`src/rtl/dbg_ctl_pkg.sv`:
```
package dbg_ctl_pkg;

    localparam int CSR_W   = 32;
    localparam int CAUSE_W = 8;
    localparam int ERR_N   = 4;
    localparam int CODE_W  = 5;

    // Field positions in the read value
    localparam int POS_CAUSE  = 0;
    localparam int POS_SST    = POS_CAUSE + CAUSE_W;
    localparam int POS_NOSTEP = POS_SST + 1;
    localparam int POS_CODE   = POS_NOSTEP + 1;
    localparam int POS_INH    = POS_CODE + CODE_W;
    localparam int POS_PEND   = POS_INH + 1;
    localparam int POS_DM     = POS_PEND + ERR_N;
    localparam int USED_W     = POS_DM + 1;

    // Error class index, ascending priority
    localparam int ERR_IFETCH = 0;
    localparam int ERR_DBUS   = 1;
    localparam int ERR_CACHE  = 2;
    localparam int ERR_MCHECK = 3;

    localparam logic [CODE_W-1:0] CODE_IBE    = 5'd6;
    localparam logic [CODE_W-1:0] CODE_DBE    = 5'd7;
    localparam logic [CODE_W-1:0] CODE_MCHECK = 5'd24;
    localparam logic [CODE_W-1:0] CODE_CACHE  = 5'd30;

    typedef enum logic [1:0] {
        ST_IDLE,
        ST_HOLD,
        ST_RELEASE
    } defer_state_e;

    typedef enum logic {
        MODE_RUN,
        MODE_DEBUG
    } mode_state_e;

    // Highest index wins
    function automatic logic [ERR_N-1:0] pick_highest(input logic [ERR_N-1:0] v);
        logic [ERR_N-1:0] r;
        r = '0;
        for (int i = 0; i < ERR_N; i++) begin
            if (v[i]) begin
                r    = '0;
                r[i] = 1'b1;
            end
        end
        return r;
    endfunction

    function automatic logic [CODE_W-1:0] err_code(input logic [ERR_N-1:0] oh);
        logic [CODE_W-1:0] c;
        c = '0;
        if (oh[ERR_IFETCH]) c = CODE_IBE;
        if (oh[ERR_DBUS])   c = CODE_DBE;
        if (oh[ERR_CACHE])  c = CODE_CACHE;
        if (oh[ERR_MCHECK]) c = CODE_MCHECK;
        return c;
    endfunction

endpackage

```
`src/rtl/dbg_mode_ctl.sv`:
```
module dbg_mode_ctl (
    input  logic clk,
    input  logic rst_n,
    input  logic entry_i,
    input  logic dret_i,
    input  logic exc_i,
    input  logic sw_we_i,
    input  logic sw_inh_i,
    input  logic sw_sst_i,
    input  logic cfg_no_step_i,
    output logic dm_o,
    output logic inh_o,
    output logic inh_nxt_o,
    output logic sst_o
);
    import dbg_ctl_pkg::*;

    mode_state_e mode_q, mode_d;
    logic        inh_q;
    logic        sst_q, sst_d;

    // Mode state register
    always_ff @(posedge clk) begin
        if (!rst_n) begin
            mode_q <= MODE_RUN;
        end else begin
            mode_q <= mode_d;
        end
    end

    always_comb begin
        mode_d = mode_q;
        unique case (mode_q)
            MODE_RUN: begin
                if (entry_i) mode_d = MODE_DEBUG;
            end
            MODE_DEBUG: begin
                if (dret_i && !entry_i) mode_d = MODE_RUN;
            end
        endcase
    end

    // Inhibit: setting events override the return, which overrides software
    always_comb begin
        inh_nxt_o = inh_q;
        if (sw_we_i)           inh_nxt_o = sw_inh_i;
        if (dret_i)            inh_nxt_o = 1'b0;
        if (entry_i || exc_i)  inh_nxt_o = 1'b1;
    end

    always_comb begin
        sst_d = sst_q;
        if (sw_we_i && !cfg_no_step_i) sst_d = sw_sst_i;
    end

    always_ff @(posedge clk) begin
        if (!rst_n) begin
            inh_q <= 1'b0;
            sst_q <= 1'b0;
        end else begin
            inh_q <= inh_nxt_o;
            sst_q <= sst_d;
        end
    end

    always_comb begin
        dm_o  = (mode_q == MODE_DEBUG);
        inh_o = inh_q;
        sst_o = sst_q && !cfg_no_step_i;
    end


    entry_sets_mode_chk: assert property (@(posedge clk) disable iff (!rst_n)
        entry_i |=> (dm_o && inh_o));


    dret_clears_mode_chk: assert property (@(posedge clk) disable iff (!rst_n)
        (dret_i && !entry_i && !exc_i) |=> (!dm_o && !inh_o));


    nostep_freezes_chk: assert property (@(posedge clk) disable iff (!rst_n)
        cfg_no_step_i |=> $stable(sst_q));

endmodule

```
`src/rtl/dbg_cause_track.sv`:
```
module dbg_cause_track #(
    parameter int N_CAUSE = dbg_ctl_pkg::CAUSE_W,
    parameter int C_W     = dbg_ctl_pkg::CODE_W
) (
    input  logic               clk,
    input  logic               rst_n,
    input  logic               entry_i,
    input  logic [N_CAUSE-1:0] cause_i,
    input  logic               exc_i,
    input  logic [C_W-1:0]     exc_code_i,
    output logic [N_CAUSE-1:0] cause_o,
    output logic [C_W-1:0]     code_o
);
    logic [N_CAUSE-1:0] cause_q, cause_d;
    logic [C_W-1:0]     code_q, code_d;

    always_comb begin
        cause_d = cause_q;
        code_d  = code_q;
        if (entry_i) cause_d = cause_i;
        if (exc_i) begin
            cause_d = '0;
            code_d  = exc_code_i;
        end
    end

    always_ff @(posedge clk) begin
        if (!rst_n) begin
            cause_q <= '0;
            code_q  <= '0;
        end else begin
            cause_q <= cause_d;
            code_q  <= code_d;
        end
    end

    assign cause_o = cause_q;
    assign code_o  = code_q;


    exc_clears_cause_chk: assert property (@(posedge clk) disable iff (!rst_n)
        exc_i |=> (cause_o == '0));


    exc_loads_code_chk: assert property (@(posedge clk) disable iff (!rst_n)
        exc_i |=> (code_o == $past(exc_code_i)));

endmodule

```
`src/rtl/dbg_err_defer.sv`:
```
module dbg_err_defer #(
    parameter int N_ERR = dbg_ctl_pkg::ERR_N,
    parameter int C_W   = dbg_ctl_pkg::CODE_W
) (
    input  logic             clk,
    input  logic             rst_n,
    input  logic [N_ERR-1:0] ev_i,
    input  logic [N_ERR-1:0] sw_set_i,
    input  logic             inh_q_i,
    input  logic             inh_nxt_i,
    output logic [N_ERR-1:0] pend_o,
    output logic [N_ERR-1:0] take_o,
    output logic [C_W-1:0]   take_code_o
);
    import dbg_ctl_pkg::*;

    defer_state_e     state_q, state_d;
    logic [N_ERR-1:0] pend_q, pend_d, set_v;

    assign set_v = ev_i | sw_set_i;

    // Setting beats the clear caused by a request
    always_comb begin
        pend_d = (pend_q & ~take_o) | set_v;
    end

    always_comb begin
        state_d = state_q;
        unique case (state_q)
            ST_IDLE: begin
                if (inh_nxt_i)   state_d = ST_HOLD;
                else if (|pend_d) state_d = ST_RELEASE;
            end
            ST_HOLD: begin
                if (!inh_nxt_i) state_d = (|pend_d) ? ST_RELEASE : ST_IDLE;
            end
            ST_RELEASE: begin
                if (inh_nxt_i)    state_d = ST_HOLD;
                else if (!(|pend_d)) state_d = ST_IDLE;
            end
            default: state_d = ST_IDLE;
        endcase
    end

    // State register
    always_ff @(posedge clk) begin
        if (!rst_n) begin
            state_q <= ST_IDLE;
            pend_q  <= '0;
        end else begin
            state_q <= state_d;
            pend_q  <= pend_d;
        end
    end

    // Outputs
    always_comb begin
        take_o = '0;
        unique case (state_q)
            ST_IDLE:    take_o = '0;
            ST_HOLD:    take_o = '0;
            ST_RELEASE: take_o = pick_highest(pend_q);
            default:    take_o = '0;
        endcase
        take_code_o = err_code(take_o);
        pend_o      = pend_q;
    end


    take_onehot_chk: assert property (@(posedge clk) disable iff (!rst_n)
        $onehot0(take_o));


    hold_matches_inhibit_chk: assert property (@(posedge clk) disable iff (!rst_n)
        (state_q == ST_HOLD) == inh_q_i);


    held_stays_chk: assert property (@(posedge clk) disable iff (!rst_n)
        inh_q_i |=> ((pend_q & $past(pend_q)) == $past(pend_q)));


    taken_clears_chk: assert property (@(posedge clk) disable iff (!rst_n)
        (|(take_o & ~set_v)) |=> ((pend_q & $past(take_o & ~set_v)) == '0));


    set_wins_chk: assert property (@(posedge clk) disable iff (!rst_n)
        (|(take_o & set_v)) |=> ((pend_q & $past(take_o & set_v)) == $past(take_o & set_v)));

endmodule

```
`src/rtl/dbg_ctl_reg.sv`:
```
module dbg_ctl_reg (
    input  logic        clk,
    input  logic        rst_n,
    input  logic        cfg_no_step,
    input  logic        dbg_entry,
    input  logic [7:0]  entry_cause,
    input  logic        dm_exc,
    input  logic [4:0]  dm_exc_code,
    input  logic        dbg_ret,
    input  logic        err_ifetch_bus,
    input  logic        err_data_bus,
    input  logic        err_cache,
    input  logic        err_mcheck,
    input  logic        sw_we,
    input  logic [31:0] sw_wdata,
    output logic [31:0] csr_rdata,
    output logic [3:0]  take_req,
    output logic [4:0]  take_code
);
    import dbg_ctl_pkg::*;

    logic              dm, inh, inh_nxt, sst;
    logic              sw_we_dm, take_in_dm, exc_all;
    logic [CODE_W-1:0] exc_code_all, cause_code;
    logic [CAUSE_W-1:0] cause_flags;
    logic [ERR_N-1:0]  ev_vec, sw_set, pend, take;
    logic [CSR_W-1:0]  unused_wbits;

    assign unused_wbits = sw_wdata;

    always_comb begin
        ev_vec             = '0;
        ev_vec[ERR_IFETCH] = err_ifetch_bus;
        ev_vec[ERR_DBUS]   = err_data_bus;
        ev_vec[ERR_CACHE]  = err_cache;
        ev_vec[ERR_MCHECK] = err_mcheck;
    end

    assign sw_we_dm     = sw_we && dm;
    assign sw_set       = sw_we_dm ? sw_wdata[POS_PEND +: ERR_N] : '0;
    assign take_in_dm   = dm && (|take);
    assign exc_all      = (dm_exc && dm) || take_in_dm;
    assign exc_code_all = take_in_dm ? take_code : dm_exc_code;

    dbg_mode_ctl u_mode (
        .clk           (clk),
        .rst_n         (rst_n),
        .entry_i       (dbg_entry),
        .dret_i        (dbg_ret),
        .exc_i         (exc_all),
        .sw_we_i       (sw_we_dm),
        .sw_inh_i      (sw_wdata[POS_INH]),
        .sw_sst_i      (sw_wdata[POS_SST]),
        .cfg_no_step_i (cfg_no_step),
        .dm_o          (dm),
        .inh_o         (inh),
        .inh_nxt_o     (inh_nxt),
        .sst_o         (sst)
    );

    dbg_cause_track #(
        .N_CAUSE (CAUSE_W),
        .C_W     (CODE_W)
    ) u_cause (
        .clk        (clk),
        .rst_n      (rst_n),
        .entry_i    (dbg_entry),
        .cause_i    (entry_cause),
        .exc_i      (exc_all),
        .exc_code_i (exc_code_all),
        .cause_o    (cause_flags),
        .code_o     (cause_code)
    );

    dbg_err_defer #(
        .N_ERR (ERR_N),
        .C_W   (CODE_W)
    ) u_defer (
        .clk         (clk),
        .rst_n       (rst_n),
        .ev_i        (ev_vec),
        .sw_set_i    (sw_set),
        .inh_q_i     (inh),
        .inh_nxt_i   (inh_nxt),
        .pend_o      (pend),
        .take_o      (take),
        .take_code_o (take_code)
    );

    assign take_req = take;

    always_comb begin
        csr_rdata                       = '0;
        csr_rdata[POS_CAUSE +: CAUSE_W] = cause_flags;
        csr_rdata[POS_SST]              = sst;
        csr_rdata[POS_NOSTEP]           = cfg_no_step;
        csr_rdata[POS_CODE +: CODE_W]   = cause_code;
        csr_rdata[POS_INH]              = inh;
        csr_rdata[POS_PEND +: ERR_N]    = pend;
        csr_rdata[POS_DM]               = dm;
    end


    reserved_zero_chk: assert property (@(posedge clk) disable iff (!rst_n)
        csr_rdata[CSR_W-1:USED_W] == '0);


    dm_take_reinhibits_chk: assert property (@(posedge clk) disable iff (!rst_n)
        take_in_dm |=> csr_rdata[POS_INH]);

endmodule

```
`config.mk`:
```
export PLATFORM = sky130hd
export DESIGN_NAME = dbg_ctl_reg
export DESIGN_NICKNAME = d
export VERILOG_FILES = /design/src/rtl/dbg_ctl_pkg.sv /design/src/rtl/dbg_mode_ctl.sv /design/src/rtl/dbg_cause_track.sv /design/src/rtl/dbg_err_defer.sv /design/src/rtl/dbg_ctl_reg.sv
export SDC_FILE = /design/constraint.sdc
export NUM_CORES = 1
export LEC_CHECK = 0
export BUFFER_PORTS_ARGS = -buffer_cell sky130_fd_sc_hd__buf_2
export CAP_MARGIN = 40
export CORE_AREA = 2 2 57 59
export CTS_BUF_LIST = sky130_fd_sc_hd__clkbuf_8
export DETAILED_ROUTE_END_ITERATION = 8
export DIE_AREA = 0 0 59 61
export PLACE_DENSITY = 0.83
export RECOVER_POWER = 100
export SYNTH_ARGS = -nofsm -noshare
export SYNTH_HDL_FRONTEND = slang
export SYNTH_SLANG_ARGS = --single-unit
```
`constraint.sdc`:
```
create_clock -name clk -period 1.8 [get_ports clk]
set_input_delay 0.09 -clock clk [delete_from_list [all_inputs] [get_ports clk]]
set_output_delay 0.09 -clock clk [all_outputs]
set_load 0.03 [all_outputs]
```
Word level (Yosys, flattened, before mapping)
Index checks and enable logic that the tools add are counted.

Output and inout port bits: 41. Register bits after elaboration: 22. Input bits: 56.

Bitwise gates (word level): 6. Reduce and logical (&&, ||, !) cells: 15. Equality and inequality tests: 5. Muxes and demuxes: 24.

Operators by type and width (number): two-way mux 5 bit (3); two-way mux 2 bit (7); two-way mux 4 bit (3); two-way mux 3 bit (3); bitwise OR 4 bit (2); OR reduction 4 bit (2); logical AND 1 bit (6); two-way mux 1 bit (6); case mux 2 bit (3 select lines) (1); bitwise AND 4 bit (1); NOT 4 bit (1); inequality test 3 x 1 -> 1 bit (second input constant) (1); inequality test 3 x 2 -> 1 bit (second input constant) (1); AND reduction 3 bit (1); equality test 2 x 1 -> 1 bit (second input constant) (1); equality test 2 bit (second input constant) (1); zero test 1 bit (2); zero test 2 bit (1); logical OR 1 bit (2); inequality test 2 bit (second input constant) (1); NOT 1 bit (2); case mux 1 bit (2 select lines) (1); OR reduction 2 bit (1).

Depth between registers and ports, before layout
Gate-level depths: netlist (run 1).

Depth after elaboration: 12. Depth in mapped cells: 5. Depth with buffers taken out: 4.

By module
From an unflattened synthesis (run 1), not the netlist that was laid out.

Cell total of the unflattened synthesis: 120. Area, all modules: 1184.9 um^2.

By module, submodules not included: dbg_cause_track (instances 1, area each 493.0 um^2, cells an instance 43); dbg_err_defer (instances 1, area each 310.3 um^2, cells an instance 35); dbg_ctl_reg (instances 1, area each 246.5 um^2, cells an instance 29); dbg_mode_ctl (instances 1, area each 135.1 um^2, cells an instance 13).

Worst setup path after synthesis (run 1)
OpenSTA, ideal clock, no wires.

Path kind: flip-flop to flip-flop. From: reg u_defer.pend_q[3], in the netlist u_defer.pend_o[3]. To: reg u_defer.state_q[1]. Stages on the path, launching flop included: 5. Arrival: 1.593 ns. Path slack: 0.069 ns. Setup time: 0.138 ns. Data required time: 1.662 ns. Path buffers: 0. Path through: dfxtp_1 > or3b_1 > or3_1 > a221oi_2 > a311oi_1.

Longest elaborated chain between the ends: 9. Elaborated cells on any way between the ends: 20. Classes of those cells: 3 x eq/ne; 8 x mux; 3 x bitwise; 6 x reduce/logical.

Ends and longest elaborated chain: start: declaration (RTL line dbg_err_defer.sv:18) `logic [N_ERR-1:0] pend_q, pend_d, set_v;`; start signal: assignment (RTL line dbg_err_defer.sv:52) `pend_q <= pend_d;`; two-way mux 4 bit (RTL line dbg_ctl_pkg.sv:45) `if (v[i]) begin`; two-way mux 4 bit (RTL line dbg_err_defer.sv:59) `unique case (state_q)`; NOT 4 bit / OR reduction 4 bit (equally long branches) (RTL line dbg_err_defer.sv:24, dbg_ctl_reg.sv:41); bitwise AND 4 bit / logical AND 1 bit (equally long branches) (RTL line dbg_err_defer.sv:24, dbg_ctl_reg.sv:41); bitwise OR 4 bit / logical OR 1 bit (equally long branches) (RTL line dbg_err_defer.sv:24, dbg_ctl_reg.sv:42); OR reduction 4 bit / logical OR 1 bit (equally long branches); two-way mux 2 bit / two-way mux 1 bit (equally long branches) (RTL line dbg_err_defer.sv:35, dbg_mode_ctl.sv:48); two-way mux 2 bit, or another cell as far along (RTL line dbg_err_defer.sv:35) `if (!inh_nxt_i) state_d = (|pend_d) ? ST_RELEASE : ST_IDLE;`; case mux 2 bit (3 select lines) / AND reduction 3 bit (equally long branches); end signal: assignment (RTL line dbg_err_defer.sv:51) `state_q <= state_d;`; end: declaration (RTL line dbg_err_defer.sv:17) `defer_state_e state_q, state_d;`.

Parallel ways exist; a longest one is shown, timed or not. The select of a mux whose other input is x is not followed. A chain may end at the register's enable or synchronous reset.

Final worst setup path (run 1)
From: reg u_defer.state_q[0]. To: out take_req[0].

Longest elaborated chain between the ends: 2.

Ends and longest elaborated chain: equality test 2 bit (RTL line dbg_err_defer.sv:59); two-way mux 4 bit (RTL line dbg_err_defer.sv:59); end: declaration (RTL line dbg_ctl_reg.sv:17) `output logic [3:0] take_req,`.

Every way passes these cells.

==> out/metrics.cfg, run 1 <==
[global_route]
antenna_found_initial = 0
grt_pass1_wl_um = 3900
grt_start_max_net_pins = 15
grt_overflow = 0
grtUsageTotal = 0.146
grt_pass1_vias = 907

[worst_setup_path]
crit_buf_inv = 1
rrSetupSlack_ps = 110
slowest_delay_ps = 390
cp_slowest_cell = or3b_1
crit_type = flop to primary output
cp_max_fo = 5
start_kind = flop
r2r-end = u_defer.state_q[1]
arrival_ps = 1610
crit_chain = or3b_1 -> or3_1 -> nor2_1 -> buf_4
startpoint = u_defer.state_q[0]
crit_path_end_kind = primary output
cpLargestDelayFamily = simple AND/OR/NAND/NOR gates
reg2regPathDepth = 4
cp.required_ps = 1710
rr_startpoint = u_defer.state_q[0]

[pwr]
p_leak_nw = 0.635
p_int_uw = 802
switchingPower_uw = 375
pwr_density_cell_nw_per_um2 = 855
clkPwrFrac = 0.304
swShare = 0.319
ir_drop_uv = 338
power_frac_seq = 0.466
combPwrFrac = 0.230

[floorplan]
rows = 20
die_w_um = 59
die-area_um2 = 3600
start_util = 0.370
core_area_um2 = 2950
die_height_um = 61
io_pins = 97

[detailed_routing]
avgViaCountPerCell = 4.67
drt-initial-drc-count = 21
wl_um = 2550
drt-wirelength-per-cell_um = 12.1
drc = 0
dr.pass1.iters = 3
ant_nets = 0
via_count = 985

[cts]
cts-buffers-inserted = 3
cts_hold_buffers = 0
cts_setup_buffers = 0
cts_tree = built
ctsLongestPathBuffers = 2
clkTransAtPathRegs_ps = 80
post_cts_resized = 0
clk-insertion-delay-late_ps = 260
cts_root_buf = clkbuf_8
cts-htree-levels = 1
cts.sinks = 22

[min_path]
worstHoldStart = entry_cause[2]
hold_end = u_cause.cause_o[2]
min_path_cells = 3
min_path_type = primary input to flop

[sta]
report.final.hold_viol_count = 0
finalSetupViolCount = 0
fin_setup_tns_ps = 0
setup_slack_ps = 97.0
clock_skew_ps = 3.03
slew_viol_final = 0
period_minus_slack_ps = 1700
period_share = 0.946
clock.fmax_ghz = 0.587

[run]
drv_cap = 0

[synthesis]
yosysSeqAreaShare = 0.403
synthTopCellsByArea = dfxtp_1, buf_4, mux2i_1
syn_inst = 122
synth_cell_types = 28
ys_ff_latch = 22
synth_area_leader_cell = dfxtp_1
synth_area_per_cell_um2 = 8.96
synth_top_area_share = 0.403
ys_warn_count = 0
netlist_area_um2 = 1090

[placement]
pre_cts_slack_ps = 83.1
port_buffers = 59
globalplace.congestion = 0.704
placed_cell_area_um2 = 1360
place_hpwl_um = 2000
dp_cells = 207

[finish]
nFillCells = 332
synthToLayoutAreaGrowth_pct = 25.9
n_antenna_cell = 0
fin_util = 0.466
layoutNonFillerInstCount = 211
fin_area_um2 = 1380
finalNetCount = 235
drive_above_1_share = 0.242

[outcome]
status = finished, final reports clean

layout make-up:
cell class,instances,area (um^2),area share
clock buffer,4,55.1,0.0400
inverter,4,15.0,0.0109
multi-input combinational,85,533,0.387
sequential,22,444,0.323
tap,33,41.3,0.0300
timing repair buffer,63,288,0.209
tightest hold or removal path: stages:
cell and delay, ps:
buf_2 70, mux2i_1 50, nor2_1 70
flip-flops by register name, summed over array words and instances, names as in the netlist:
name and cells:
u_mode.inh_o 1, u_defer.pend_o 4, u_defer.state_q 2, u_cause.cause_o 8, u_mode.dm_o 1, u_mode.sst_q 1
u_cause.code_o 5
through the flow:
step                power, mW  hold slack (ps)
floorplan               0.776              218
global placement        0.838              321
detailed placement      0.843              332
CTS                      1.20             53.4
global route             1.24             56.8
finish                   1.18             57.6
worst max-delay path by stage:
stage,endpoint,slack [ps],cells past startpoint
floorplan,u_defer.state_q[1],70,4
global placement,u_defer.state_q[1],120,4
detailed placement,u_defer.state_q[1],80,4
CTS,take_req[0],30,4
global route,u_defer.state_q[1],-10,5
finish,take_req[0],100,4
cells in the mapped netlist, drive strengths merged:
cell type  instances
a21boi             1
a211o              1
nor2b              9
dfxtp             22
clkbuf             4
a21oi              6
buf               17
nand2              6
a311oi             1
o31ai              1
or3                1
nor4               1
o22ai              4
mux2i              9
o221a              1
o21ai              7
inv                4
and2               4
nand2b             2
nand3b             1
mux2               1
a221oi             3
and3               3
conb               1
nor2              11
or3b               1
layer usage:
layer	up-vias	GRT usage	wire length [um]
li1	504	-	-
met1	429	0.165	1100
met2	48	0.263	1220
met3	4	0.0256	186
met4	0	0.0779	42
met5	-	0	0
logic make-up (layout without fill, tap and decap cells):
kind of cell,after synthesis,count (layout),synth area share
compound gates,25,25,0.156
buf+inv,25,71,0.144
flops,22,22,0.403
mux,10,10,0.0927
other cells,1,11,0.00343
simple gates,39,39,0.201
power groups by stage:
stage | combinational (mW) | sequential [mW] | clock (mW)
after CTS | 0.283 | 0.549 | 0.372
after detailed placement | 0.283 | 0.560 | 0
after global placement | 0.279 | 0.559 | 0
after floorplan | 0.167 | 0.609 | 0
final | 0.271 | 0.549 | 0.358
after global routing | 0.293 | 0.556 | 0.387
cell usage in the layout, fill, tap and decap left out:
cell      count
clkbuf_1     30
buf_2        29
dfxtp_1      21
nor2_1       11
conb_1       11
nor2b_1       9
mux2i_1       9
o21ai_0       6
nand2_1       6
a21oi_1       6
inv_1         4
o22ai_1       4
clkbuf_8      4
buf_4         4
and3_1        3
and2_1        2
nand2b_1      2
and2_0        2
a221oi_1      2
or3b_1        1
or3_1         1
o31ai_1       1
a221oi_2      1
mux2_2        1
nor4_4        1
nand3b_1      1
o21ai_2       1
a211o_1       1
a311oi_1      1
a21boi_0      1
o221a_2       1
dfxtp_4       1
Power figures use the tool's default switching activity.
==> run 2: changes to the inputs <==
- SETUP_SLACK_MARGIN: unset -> 0.5
==> out/metrics.cfg, run 2 (synthesis results as in run 1) <==
[sta]
rsz0062_at_grt = true
report.final.hold_viol_count = 0  ; unchanged
fin_setup_tns_ps = 0  ; unchanged
clock.fmax_ghz = 0.589  ; was 0.587 GHz
slew_viol_final = 0  ; unchanged
clock_skew_ps = 3.37  ; was 3.03 ps
finalSetupViolCount = 0  ; unchanged
period_minus_slack_ps = 1700  ; about the same
period_share = 0.944  ; was 0.946

[floorplan]
die_w_um = 59  ; unchanged
core_area_um2 = 2950  ; unchanged
die-area_um2 = 3600  ; unchanged
start_util = 0.370  ; unchanged
die_height_um = 61  ; unchanged
rows = 20  ; unchanged
io_pins = 97  ; unchanged

[worst_setup_path]
crit_path_end_kind = primary output  ; unchanged
cp_max_fo = 2  ; was 5
arrival_ps = 1610  ; about the same
crit_type = flop to primary output  ; unchanged
cp.required_ps = 1710  ; about the same
start_kind = flop  ; unchanged

[pwr]
combPwrFrac = 0.253  ; was 0.230
power_frac_seq = 0.412  ; was 0.466
p_total_mw = 1.34  ; was 1.18 mW
swShare = 0.296  ; was 0.319
p_leak_nw = 0.740  ; was 0.635 nW
pwr_density_cell_nw_per_um2 = 818  ; was 855 nW/um^2
p_int_uw = 947  ; was 802 uW
ir_drop_uv = 508  ; was 338 uV
switchingPower_uw = 397  ; was 375 uW
clkPwrFrac = 0.335  ; was 0.304

[finish]
n_antenna_cell = 0  ; unchanged
drive_above_1_share = 0.430  ; was 0.242
synthToLayoutAreaGrowth_pct = 50.2  ; was 25.9%
nFillCells = 300  ; was 332
final_cell_mix = buf_2, clkbuf_1, dfxtp_1  ; was clkbuf_1, buf_2, dfxtp_1
fin_util = 0.556  ; was 0.466
layout_commonest_cell = buf_2  ; was clkbuf_1
largest_register_ffs = 8  ; unchanged
finalNetCount = 243  ; was 235

[global_route]
antenna_found_initial = 0  ; unchanged
grt_pass1_vias = 930  ; was 907
grt_pass1_wl_um = 4010  ; was 3900 um
grt_overflow = 0  ; unchanged
grt_start_max_net_pins = 15  ; unchanged
grtUsageTotal = 0.150  ; was 0.146

[detailed_routing]
wl_um = 2710  ; was 2550 um
drt-initial-drc-count = 11  ; was 21
dr.pass1.iters = 5  ; was 3
via_count = 1028  ; was 985
drc = 0  ; unchanged
ant_nets = 0  ; unchanged
avgViaCountPerCell = 4.69  ; was 4.67
drt-wirelength-per-cell_um = 12.4  ; was 12.1 um

[cts]
cts-htree-levels = 1  ; unchanged
cts_root_buf = clkbuf_8  ; unchanged
cts-buffers-inserted = 3  ; unchanged
cts_tree = built  ; unchanged
ctsLongestPathBuffers = 2  ; unchanged
cts.sinks = 22  ; unchanged
clkTransAtPathRegs_ps = 80  ; about the same
clk-insertion-delay-late_ps = 260  ; about the same

[placement]
port_buffers = 59  ; unchanged
globalplace.congestion = 0.724  ; was 0.704
place_hpwl_um = 1930  ; was 2000 um

[run]
drv_cap = 0  ; unchanged

[min_path]
min_path_type = primary input to flop  ; unchanged

[outcome]
status = finished, final reports clean  ; unchanged

run 2: cell types whose count changed in the layout (fill, tap and decap cells not counted), moves of 3 or more:
cell | previous run | this run
o21ai_0 | 6 | 2
clkbuf_1 | 30 | 21
dfxtp_1 | 21 | 18
nor2_1 | 11 | 8
buf_6 | 0 | 10
run 2: timing repair:
item                       CTS  global route
resized for setup           41            25
setup buffers                6             3
setup endpoints to repair   23            28
hold buffers                 0             0
pin swaps                    5             7
run 2: final timing paths:
check | start | endpoint | slack (ps) | cells after the start
hold / removal | entry_cause[4] | u_cause.cause_o[4] | 80 | 3
hold reg to reg | u_mode.sst_q | u_mode.sst_q | 520 | 2
setup reg to reg | u_defer.state_q[0] | u_cause.code_o[0] | 150 | 8
setup / recovery | u_defer.state_q[0] | take_req[0] | 100 | 4
run 2: worst max-delay path, stage by stage, from the launching register on:
cell and delay [ps]:
dfxtp_1 320, or3b_1 390, or3_4 340, nor2_1 90, clkbuf_2 200
run 2: area by class of cell:
class / instances / area (um^2) / area share
clock buffers: 3 / 41.3 / 0.0251
clock inverters: 1 / 30.0 / 0.0183
multi-input cells: 85 / 643 / 0.391
well taps: 33 / 41.3 / 0.0251
flip-flops and latches: 22 / 450 / 0.274
inverters: 4 / 15.0 / 0.00914
repair buffers: 71 / 422 / 0.257
run 2: power by group through the flow:
stage | sequential (mW) | combinational [mW] | clock, mW
after floorplan | 0.610 | 0.172 | 0
after global placement | 0.563 | 0.278 | 0
after detailed placement | 0.563 | 0.283 | 0
after CTS | 0.553 | 0.330 | 0.465
after global routing | 0.558 | 0.365 | 0.492
final | 0.553 | 0.340 | 0.451
run 2: per-layer routing:
metal  global-route usage  part of all wire  vias up
met3               0.0341             0.063        2
met1                0.180              0.42      456
met2                0.265              0.51       47
li1                     -                 -      523
met5                    0                 0        -
met4               0.0487            0.0059        0
run 2: per-stage QoR:
step | cell area, um^2 | instances | hold WS (ps) | setup WS [ps]
3_5_place_dp | 1370 | 206 | 352 | 127
2_1_floorplan | 1160 | 132 | 218 | 205
3_3_place_gp | 1370 | 206 | 336 | 156
5_1_grt | 1640 | 219 | 78.1 | 60.8
4_1_cts | 1630 | 216 | 69.6 | 131
6_report | 1640 | 219 | 82.2 | 101
==> run 3: changes to the inputs <==
- CELL_PAD_IN_SITES_DETAIL_PLACEMENT: unset -> 0
- CELL_PAD_IN_SITES_GLOBAL_PLACEMENT: unset -> 2
- CORE_AREA: 2 2 57 59 -> 2 2 79 81
- DIE_AREA: 0 0 59 61 -> 0 0 81 83
- PLACE_DENSITY: 0.83 -> 0.84
==> out/metrics.cfg, run 3 (synthesis results as in run 1) <==
[outcome]
status = finished, final reports clean  ; unchanged

[worst_setup_path]
crit_type = flop to flop  ; was flop to primary output
arrival_ps = 1800  ; was 1610 ps
start_kind = flop  ; unchanged
cp_max_fo = 4  ; was 2
crit_path_end_kind = flop  ; was primary output
cp.required_ps = 1930  ; was 1710 ps

[sta]
rsz0062_at_grt = true  ; unchanged
clock.fmax_ghz = 0.599  ; was 0.589 GHz
period_minus_slack_ps = 1670  ; was 1700 ps
clock_skew_ps = 1.67  ; was 3.37 ps
period_share = 0.927  ; was 0.944
finalSetupViolCount = 0  ; unchanged
fin_setup_tns_ps = 0  ; unchanged
slew_viol_final = 0  ; unchanged
holdWs_ps = 72.4  ; was 82.2 ps
report.final.hold_viol_count = 0  ; unchanged

[floorplan]
die_height_um = 83  ; was 61 um
die_w_um = 81  ; was 59 um
die-area_um2 = 6720  ; was 3600 um^2
rows = 28  ; was 20
core_area_um2 = 5820  ; was 2950 um^2
io_pins = 97  ; unchanged
start_util = 0.188  ; was 0.370

[detailed_routing]
ant_nets = 0  ; unchanged
via_count = 1058  ; was 1,028
drt-initial-drc-count = 39  ; was 11
avgViaCountPerCell = 4.02  ; was 4.69
wl_um = 3060  ; was 2710 um
drt-wirelength-per-cell_um = 11.6  ; was 12.4 um
drc = 0  ; unchanged
dr.pass1.iters = 3  ; was 5

[pwr]
switchingPower_uw = 394  ; was 397 uW
clkPwrFrac = 0.263  ; was 0.335
power_frac_seq = 0.462  ; was 0.412
ir_drop_uv = 244  ; was 508 uV
p_total_mw = 1.19  ; was 1.34 mW
combPwrFrac = 0.275  ; was 0.253
pwr_density_cell_nw_per_um2 = 737  ; was 818 nW/um^2
p_int_uw = 798  ; was 947 uW
swShare = 0.331  ; was 0.296
p_leak_nw = 0.734  ; was 0.740 nW

[finish]
n_antenna_cell = 0  ; unchanged
fin_util = 0.278  ; was 0.556
drive_above_1_share = 0.394  ; was 0.430
largest_register_ffs = 8  ; unchanged
final_cell_mix = buf_2, clkbuf_1, dfxtp_1  ; unchanged
layout_commonest_cell = buf_2  ; unchanged
finalNetCount = 245  ; was 243
multi_input_area_um2 = 584  ; was 643 um^2
regArea_um2 = 452  ; was 450 um^2
nFillCells = 679  ; was 300
synthToLayoutAreaGrowth_pct = 47.8  ; was 50.2%

[global_route]
grtUsageTotal = 0.0894  ; was 0.150
grt_overflow = 0  ; unchanged
antenna_found_initial = 0  ; unchanged
grt_pass1_wl_um = 4660  ; was 4010 um
grt_pass1_vias = 983  ; was 930
grt_start_max_net_pins = 15  ; unchanged

[cts]
clkTransAtPathRegs_ps = 80  ; about the same
cts_root_buf = clkbuf_8  ; unchanged
cts-htree-levels = 1  ; unchanged
cts-buffers-inserted = 3  ; unchanged
cts_tree = built  ; unchanged
ctsLongestPathBuffers = 2  ; unchanged
clk-insertion-delay-late_ps = 260  ; about the same
cts_hold_buffers = 0  ; unchanged
cts.sinks = 22  ; unchanged

[placement]
globalplace.congestion = 0.697  ; was 0.724
place_hpwl_um = 2290  ; was 1930 um
port_buffers = 59  ; unchanged

[run]
drv_cap = 0  ; unchanged

[min_path]
min_path_type = primary input to flop  ; unchanged

-- run 3: path summary, 6_finish.rpt --
path              depth (start not counted)          startpoint                  to  slack [ps]
setup / recovery                          4  u_defer.state_q[1]  u_defer.state_q[1]         130
hold / removal                            3      entry_cause[6]  u_cause.cause_o[6]          70
setup reg to reg                          4  u_defer.state_q[1]  u_defer.state_q[1]         130
hold reg to reg                           2  u_cause.cause_o[6]  u_cause.cause_o[6]         510
-- run 3: cell type report --
type                    count  share of cell area
repair buffers             73               0.264
well taps                  75              0.0580
multi-input cells          85               0.361
inverters                   4             0.00929
clock inverters             1             0.00232
clock buffers               3              0.0255
flip-flops and latches     22               0.279
-- run 3: critical path, cell delays in order, from the launching register on --
cell and delay (ps):
dfxtp_2 350, or3b_4 380, or3_4 360, a221oi_2 330, a311oi_1 130
-- run 3: per-layer routing --
| metal | up-vias | GRT usage | share of wire |
|---|---|---|---|
| met5 | - | 0 | 0 |
| met4 | 0 | 0.0277 | 0.0078 |
| met3 | 4 | 0.0283 | 0.079 |
| met2 | 40 | 0.142 | 0.48 |
| met1 | 489 | 0.114 | 0.43 |
| li1 | 525 | - | - |
-- run 3: metrics by stage --
step	std cells	instance area, um^2	worst slack (ps)
finish	263	1620	132
global route	263	1620	63.4
CTS	260	1630	130
detailed placement	249	1430	127
global placement	249	1430	126
floorplan	132	1160	205
-- run 3: power by group through the flow --
stage                     Sequential (mW)  Combinational (mW)  Clock [mW]
after detailed placement            0.560               0.295           0
after CTS                           0.554               0.335       0.336
after floorplan                     0.610               0.172           0
after global placement              0.559               0.293           0
final                               0.551               0.327       0.314
after global routing                0.558               0.354       0.358
-- run 3: timing repair --
item                                    CTS  global route
resized for setup                        35            18
pin swaps                                 6             3
endpoints found under the setup margin   27            29
buffers inserted                          7             3
